File: config.mk
export PLATFORM = sky130hd
export DESIGN_NAME = line_miss_buffer
export DESIGN_NICKNAME = d
export VERILOG_FILES = /design/src/rtl/mlb_pkg.sv /design/src/rtl/mlb_data.sv /design/src/rtl/mlb_ctrl.sv /design/src/rtl/line_miss_buffer.sv
export SDC_FILE = /design/constraint.sdc
export NUM_CORES = 2
export LEC_CHECK = 0
export CORE_AREA = 2 2 257 208
export DETAILED_ROUTE_END_ITERATION = 12
export DIE_AREA = 0 0 259 210
export MAX_ROUTING_LAYER = met4
export PLACE_DENSITY_LB_ADDON = 0.08
export SLEW_MARGIN = 10
export SYNTH_ARGS = -nofsm -noshare
export SYNTH_HDL_FRONTEND = slang
export SYNTH_SLANG_ARGS = --single-unit
export TNS_END_PERCENT = 20
File: constraint.sdc
create_clock -name clk -period 6.4 [get_ports clk]
set_input_delay 0.96 -clock clk [delete_from_list [all_inputs] [get_ports clk]]
set_output_delay 0.96 -clock clk [all_outputs]
set_load 0.02 [all_outputs]
File: src/rtl/mlb_pkg.sv
package mlb_pkg;
  parameter int MLB_ENTRIES = 8;
  parameter int MLB_ADDR_W  = 12;
  parameter int MLB_LINE_W  = 64;
  localparam int MLB_IDX_W  = (MLB_ENTRIES > 1) ? $clog2(MLB_ENTRIES) : 1;

  typedef logic [MLB_ENTRIES-1:0] entVec_t;

  typedef enum logic [1:0] {
    EFREE  = 2'd0,
    EISSUE = 2'd1,
    EWAIT  = 2'd2,
    EREADY = 2'd3
  } entState_t;

  // strobes from control to datapath
  typedef struct packed {
    entVec_t allocOh;
    entVec_t promoteOh;
    entVec_t captureOh;
    logic    allocExcl;
    logic    allocNoData;
  } dpStrobe_t;

  function automatic logic [MLB_IDX_W-1:0] lowIdx(input entVec_t v);
    logic [MLB_IDX_W-1:0] r;
    r = '0;
    for (int i = MLB_ENTRIES - 1; i >= 0; i--) begin
      if (v[i]) r = i[MLB_IDX_W-1:0];
    end
    return r;
  endfunction

  function automatic entVec_t lowOh(input entVec_t v);
    return v & (~v + entVec_t'(1));
  endfunction
endpackage

File: src/rtl/mlb_data.sv
module mlb_data
  import mlb_pkg::*;
(
  input  logic                  clk,
  input  logic                  rstN,
  input  dpStrobe_t             strb,
  input  logic [MLB_ADDR_W-1:0] reqLineAddr,
  input  logic [MLB_LINE_W-1:0] rspData,
  input  logic [MLB_IDX_W-1:0]  issueIdx,
  input  logic [MLB_IDX_W-1:0]  instIdx,
  output entVec_t               lineMatch,
  output entVec_t               exclVec,
  output entVec_t               noDataVec,
  output logic [MLB_ADDR_W-1:0] issueAddr,
  output logic [MLB_ADDR_W-1:0] instAddr,
  output logic [MLB_LINE_W-1:0] instData
);
  logic [MLB_ADDR_W-1:0] addrArr [MLB_ENTRIES];
  logic [MLB_LINE_W-1:0] dataArr [MLB_ENTRIES];

  for (genvar g = 0; g < MLB_ENTRIES; g++) begin : g_ent
    logic [MLB_ADDR_W-1:0] addrQ;
    logic [MLB_LINE_W-1:0] dataQ;
    logic                  exclQ;
    logic                  noDataQ;

    always_ff @(posedge clk) begin
      if (!rstN) begin
        addrQ   <= '0;
        exclQ   <= 1'b0;
        noDataQ <= 1'b0;
      end else if (strb.allocOh[g]) begin
        addrQ   <= reqLineAddr;
        exclQ   <= strb.allocExcl;
        noDataQ <= strb.allocNoData;
      end else if (strb.promoteOh[g]) begin
        exclQ   <= 1'b1;
      end
    end

    always_ff @(posedge clk) begin
      if (!rstN) dataQ <= '0;
      else if (strb.captureOh[g]) dataQ <= rspData;
    end

    assign addrArr[g]   = addrQ;
    assign dataArr[g]   = dataQ;
    assign exclVec[g]   = exclQ;
    assign noDataVec[g] = noDataQ;
    assign lineMatch[g] = (addrQ == reqLineAddr);
  end

  assign issueAddr = addrArr[issueIdx];
  assign instAddr  = addrArr[instIdx];
  assign instData  = dataArr[instIdx];
endmodule

File: src/rtl/mlb_ctrl.sv
module mlb_ctrl
  import mlb_pkg::*;
(
  input  logic                 clk,
  input  logic                 rstN,
  input  logic                 reqValid,
  input  logic                 reqIsStore,
  input  logic                 reqHeldShared,
  input  entVec_t              lineMatch,
  input  entVec_t              exclVec,
  output logic                 reqReady,
  output logic [MLB_IDX_W-1:0] reqEntryIdx,
  output logic                 dnReqValid,
  input  logic                 dnReqReady,
  output logic [MLB_IDX_W-1:0] issueIdx,
  input  logic                 rspValid,
  input  logic [MLB_IDX_W-1:0] rspEntry,
  output logic                 instValid,
  output logic [MLB_IDX_W-1:0] instIdx,
  output dpStrobe_t            strb
);
  entVec_t busyVec, pendVec, waitVec, readyVec;
  entVec_t hitVec, freeVec, issueOh, instOh, issueNowOh;
  logic    anyHit, anyFree, issueFire, accept;
  logic    hitShared, hitUnissued, hitInstalling, storeBlock;

  for (genvar g = 0; g < MLB_ENTRIES; g++) begin : g_st
    entState_t stQ;

    always_ff @(posedge clk) begin
      if (!rstN) stQ <= EFREE;
      else begin
        case (stQ)
          EFREE:   if (strb.allocOh[g]) stQ <= EISSUE;
          EISSUE:  if (issueFire && issueOh[g]) stQ <= EWAIT;
          EWAIT:   if (strb.captureOh[g]) stQ <= EREADY;
          default: if (instOh[g]) stQ <= EFREE;
        endcase
      end
    end

    assign busyVec[g]  = (stQ != EFREE);
    assign pendVec[g]  = (stQ == EISSUE);
    assign waitVec[g]  = (stQ == EWAIT);
    assign readyVec[g] = (stQ == EREADY);
    assign strb.captureOh[g] = rspValid && (rspEntry == MLB_IDX_W'(g)) && waitVec[g];
  end

  always_comb begin
    hitVec   = lineMatch & busyVec;
    anyHit   = |hitVec;
    freeVec  = ~busyVec;
    anyFree  = |freeVec;

    issueOh    = lowOh(pendVec);
    dnReqValid = |pendVec;
    issueIdx   = lowIdx(pendVec);
    issueFire  = dnReqValid && dnReqReady;
    issueNowOh = issueFire ? issueOh : '0;

    instOh    = lowOh(readyVec);
    instValid = |readyVec;
    instIdx   = lowIdx(readyVec);

    hitShared     = |(hitVec & ~exclVec);
    hitUnissued   = |(hitVec & pendVec & ~issueNowOh);
    hitInstalling = |(hitVec & instOh);
    storeBlock    = reqIsStore && hitShared && !hitUnissued;

    reqReady    = anyHit ? !(hitInstalling || storeBlock) : anyFree;
    reqEntryIdx = anyHit ? lowIdx(hitVec) : lowIdx(freeVec);
    accept      = reqValid && reqReady;

    strb.allocOh     = (accept && !anyHit) ? lowOh(freeVec) : '0;
    strb.promoteOh   = (accept && anyHit && reqIsStore) ? (hitVec & ~exclVec) : '0;
    strb.allocExcl   = reqIsStore;
    strb.allocNoData = reqIsStore && reqHeldShared;
  end
endmodule

File: src/rtl/line_miss_buffer.sv
module line_miss_buffer
  import mlb_pkg::*;
(
  input  logic                  clk,
  input  logic                  rstN,
  input  logic                  reqValid,
  output logic                  reqReady,
  input  logic [MLB_ADDR_W-1:0] reqLineAddr,
  input  logic                  reqIsStore,
  input  logic                  reqHeldShared,
  output logic [MLB_IDX_W-1:0]  reqEntryIdx,
  output logic                  dnReqValid,
  input  logic                  dnReqReady,
  output logic [MLB_IDX_W-1:0]  dnReqEntry,
  output logic [MLB_ADDR_W-1:0] dnReqLineAddr,
  output logic                  dnReqExcl,
  output logic                  dnReqNoData,
  input  logic                  rspValid,
  input  logic [MLB_IDX_W-1:0]  rspEntry,
  input  logic [MLB_LINE_W-1:0] rspData,
  output logic                  instValid,
  output logic [MLB_IDX_W-1:0]  instEntry,
  output logic [MLB_ADDR_W-1:0] instLineAddr,
  output logic [MLB_LINE_W-1:0] instData,
  output logic                  instExcl,
  output logic                  instDataValid
);
  dpStrobe_t            strb;
  entVec_t              lineMatch, exclVec, noDataVec;
  logic [MLB_IDX_W-1:0] issueIdx, instIdx;

  mlb_ctrl u_ctrl (
    .clk(clk), .rstN(rstN),
    .reqValid(reqValid), .reqIsStore(reqIsStore), .reqHeldShared(reqHeldShared),
    .lineMatch(lineMatch), .exclVec(exclVec),
    .reqReady(reqReady), .reqEntryIdx(reqEntryIdx),
    .dnReqValid(dnReqValid), .dnReqReady(dnReqReady), .issueIdx(issueIdx),
    .rspValid(rspValid), .rspEntry(rspEntry),
    .instValid(instValid), .instIdx(instIdx),
    .strb(strb)
  );

  mlb_data u_data (
    .clk(clk), .rstN(rstN), .strb(strb),
    .reqLineAddr(reqLineAddr), .rspData(rspData),
    .issueIdx(issueIdx), .instIdx(instIdx),
    .lineMatch(lineMatch), .exclVec(exclVec), .noDataVec(noDataVec),
    .issueAddr(dnReqLineAddr), .instAddr(instLineAddr), .instData(instData)
  );

  assign dnReqEntry    = issueIdx;
  assign dnReqExcl     = exclVec[issueIdx];
  assign dnReqNoData   = noDataVec[issueIdx];
  assign instEntry     = instIdx;
  assign instExcl      = exclVec[instIdx];
  assign instDataValid = !noDataVec[instIdx];
endmodule

==> impl_metrics.toml <==
[status]
outcome = "completed"

[cells_and_area]
utilization = 0.667
layout-drive-gt1-share = 0.134
fillers = 4158
fin_cells = 4195
area_growth_pct = 12.3
layout.nets = 3572

[logic_synthesis]
yosysUniqueCellTypes = 67
syn-cell-area_um2 = 30800
synth_ff_type = "dfxtp_1"
synthArstFlopShare = 0
yosysWarnings = 0
ys_seq_area_frac = 0.416
yosysMostFrequentCell = "nand2_1"
synth_area_per_cell_um2 = 8.86
synthTopCellsByArea = "dfxtp_1 (42%), mux4_2 (13%), nand2_1 (13%), a21oi_1 (9.0%), mux2_2 (3.3%)"
synth_fp_nets = 3604
synth_top_area_frac = 0.416
synth_edf_count = 0
ys_ff_latch = 640
netlist_top_cells_count = "nand2_1 (1097), dfxtp_1 (640), a21oi_1 (557)"
synth_top_area_cell = "dfxtp_1"
synthCells = 3481

[critical_path]
cp-end-kind = "output port"
crit_start = "reqLineAddr[7]"
crit_type = "input port to output port"
start_kind = "input port"
reg2reg_from = "u_ctrl.g_st[1].stQ[0]$_SDFFE_PN0P_"
critPathMaxFanout = 12
crit_arrival_ns = 4.80
required_ns = 5.44

[floorplan]
fp.dieW_um = 259
die-area_um2 = 54400
core_area_um2 = 51900
die_y_um = 210
io_pins = 190
fp-row-count = 75
initial_utilization = 0.594

[flow_run]
drv_cap = 0

[timing]
worstMarginPinSlew_ns = 1.24
finalHoldViolCount = 0
period_minus_slack_ns = 5.76
max_freq_ghz = 0.174
clock_skew_ns = 0.0266
relSlewSlack = 0.168
post-route-period-util = 0.900
rsz0062_at_grt = "no"
setup_viol = 0
slew_viol_final = 0
tns_ns = 0
setup_ws_ns = 0.640

[clock_network]
cts_buffers = 66
cts_root_buf = "clkbuf_16"
clk_latency_ns = 0.63
postCtsResizedCells = 0
cts_sinks = 640
clock_path_buffers = 3
hold_buffers = 0
h-tree-depth = 3
cts_setup_buffers = 0
clkTransAtPathRegs_ns = 0.06
cts_tree = "done"

[route]
drt-initial-drc-count = 3029
first_pass_iters = 6
vias_per_cell = 6.13
ant_nets = 0
wire_per_inst_um = 21.9
drc = 0
drt-total-wl_um = 91900
vias = 25700

[pwr]
peakVddDrop_mv = 0.222
p_per_area_nw_per_um2 = 263
p_leak_nw = 11.8

[global_route]
grt_max_degree = 181
grt_util_all_layers = 0.343
antenna_found_initial = 7
overflow = 0
grt_pass1_vias = 24600
grt_pass1_wl_um = 142000

[min_path]
hp-start = "u_data.g_ent[2].dataQ[9]$_SDFFE_PN0P_"
min_path_type = "flip-flop to flip-flop"

[placement]
place_congestion = 0.938
place_hpwl_um = 55000
place_ws_ns = 0.772
portBuffers = 189
dp.cells = 4074
==> path summary, 6_finish.rpt <==
kind                                            to  slack [ns]  depth (start not counted)
max reg2reg     u_data.g_ent[4].exclQ$_SDFFE_PN0P_        2.98                         10
min          u_data.g_ent[2].dataQ[9]$_SDFFE_PN0P_        0.45                          2
min reg2reg  u_data.g_ent[2].dataQ[9]$_SDFFE_PN0P_        0.45                          2
max                                       reqReady        0.64                          9
==> flip-flops by register name, summed over array words and instances, names as in the netlist <==
register	count
u_data.g_ent.exclQ	8
u_data.g_ent.noDataQ	8
u_data.g_ent.addrQ	96
u_data.g_ent.dataQ	512
u_ctrl.g_st.stQ	16
==> worst max-delay path, stage by stage <==
cell,delay (ns)
clkdlybuf4s50_1,0.79
xor2_1,0.32
nor4_1,0.61
nand4_2,0.42
o32ai_1,0.38
a211o_1,0.14
nand4bb_1,0.15
nor3b_1,0.34
clkdlybuf4s50_1,0.68
==> placed cells by master (no fill, tap or decap), types with 21 or more instances in the layout <==
cell type,n
nand2_1,1097
dfxtp_1,640
a21oi_1,556
clkdlybuf4s50_1,189
mux4_2,184
nor2_1,128
mux2_2,91
mux2i_1,82
clkbuf_16,66
xor2_1,52
buf_4,43
xnor2_1,42
ha_1,37
inv_1,32
nand3_1,26
o21ai_0,21
==> cell families after synthesis <==
kind of cell,count (synthesis),synth area share
xor+xnor,96,0.0278
mux,357,0.194
buf+inv,373,0.0620
flops,640,0.416
fa+ha+maj,37,0.0150
compound gates,633,0.109
simple gates,1345,0.177
==> layer usage <==
layer	global-route usage	wire (um)
met1	0.482	39100
met2	0.520	42300
met3	0.0556	8650
met4	0.0891	1900
met5	-	0
==> power breakdown <==
| part | internal, mW | switching (mW) | leakage, nW |
|---|---|---|---|
| registers | 4.04 | 0.0718 | 5.16 |
| logic | 0.471 | 0.637 | 5.59 |
| clock network | 2.22 | 1.66 | 1.08 |
| total | 6.74 | 2.37 | 11.8 |
==> area by class of cell <==
| cell class | count | area (um2) | area share |
|---|---|---|---|
| Multi-Input combinational cell | 2468 | 16200 | 0.469 |
| Sequential cell | 640 | 12800 | 0.370 |
| Clock inverter | 20 | 267 | 0.00770 |
| Clock buffer | 93 | 1910 | 0.0553 |
| Timing Repair Buffer | 239 | 2350 | 0.0680 |
| Antenna cell | 8 | 20.0 | 0.000578 |
| Inverter | 34 | 135 | 0.00390 |
| Tap cell | 693 | 867 | 0.0250 |
==> per-stage QoR <==
stage	power (mW)	instance area, um2	hold slack, ns
3_5_place_dp	5.30	32400	0.443
3_3_place_gp	5.28	32400	0.438
5_1_grt	9.38	34600	0.467
4_1_cts	9.13	34600	0.451
6_report	9.11	34600	0.453
2_1_floorplan	4.96	30800	0.433
No activity file was read; power rests on OpenSTA's default activity.
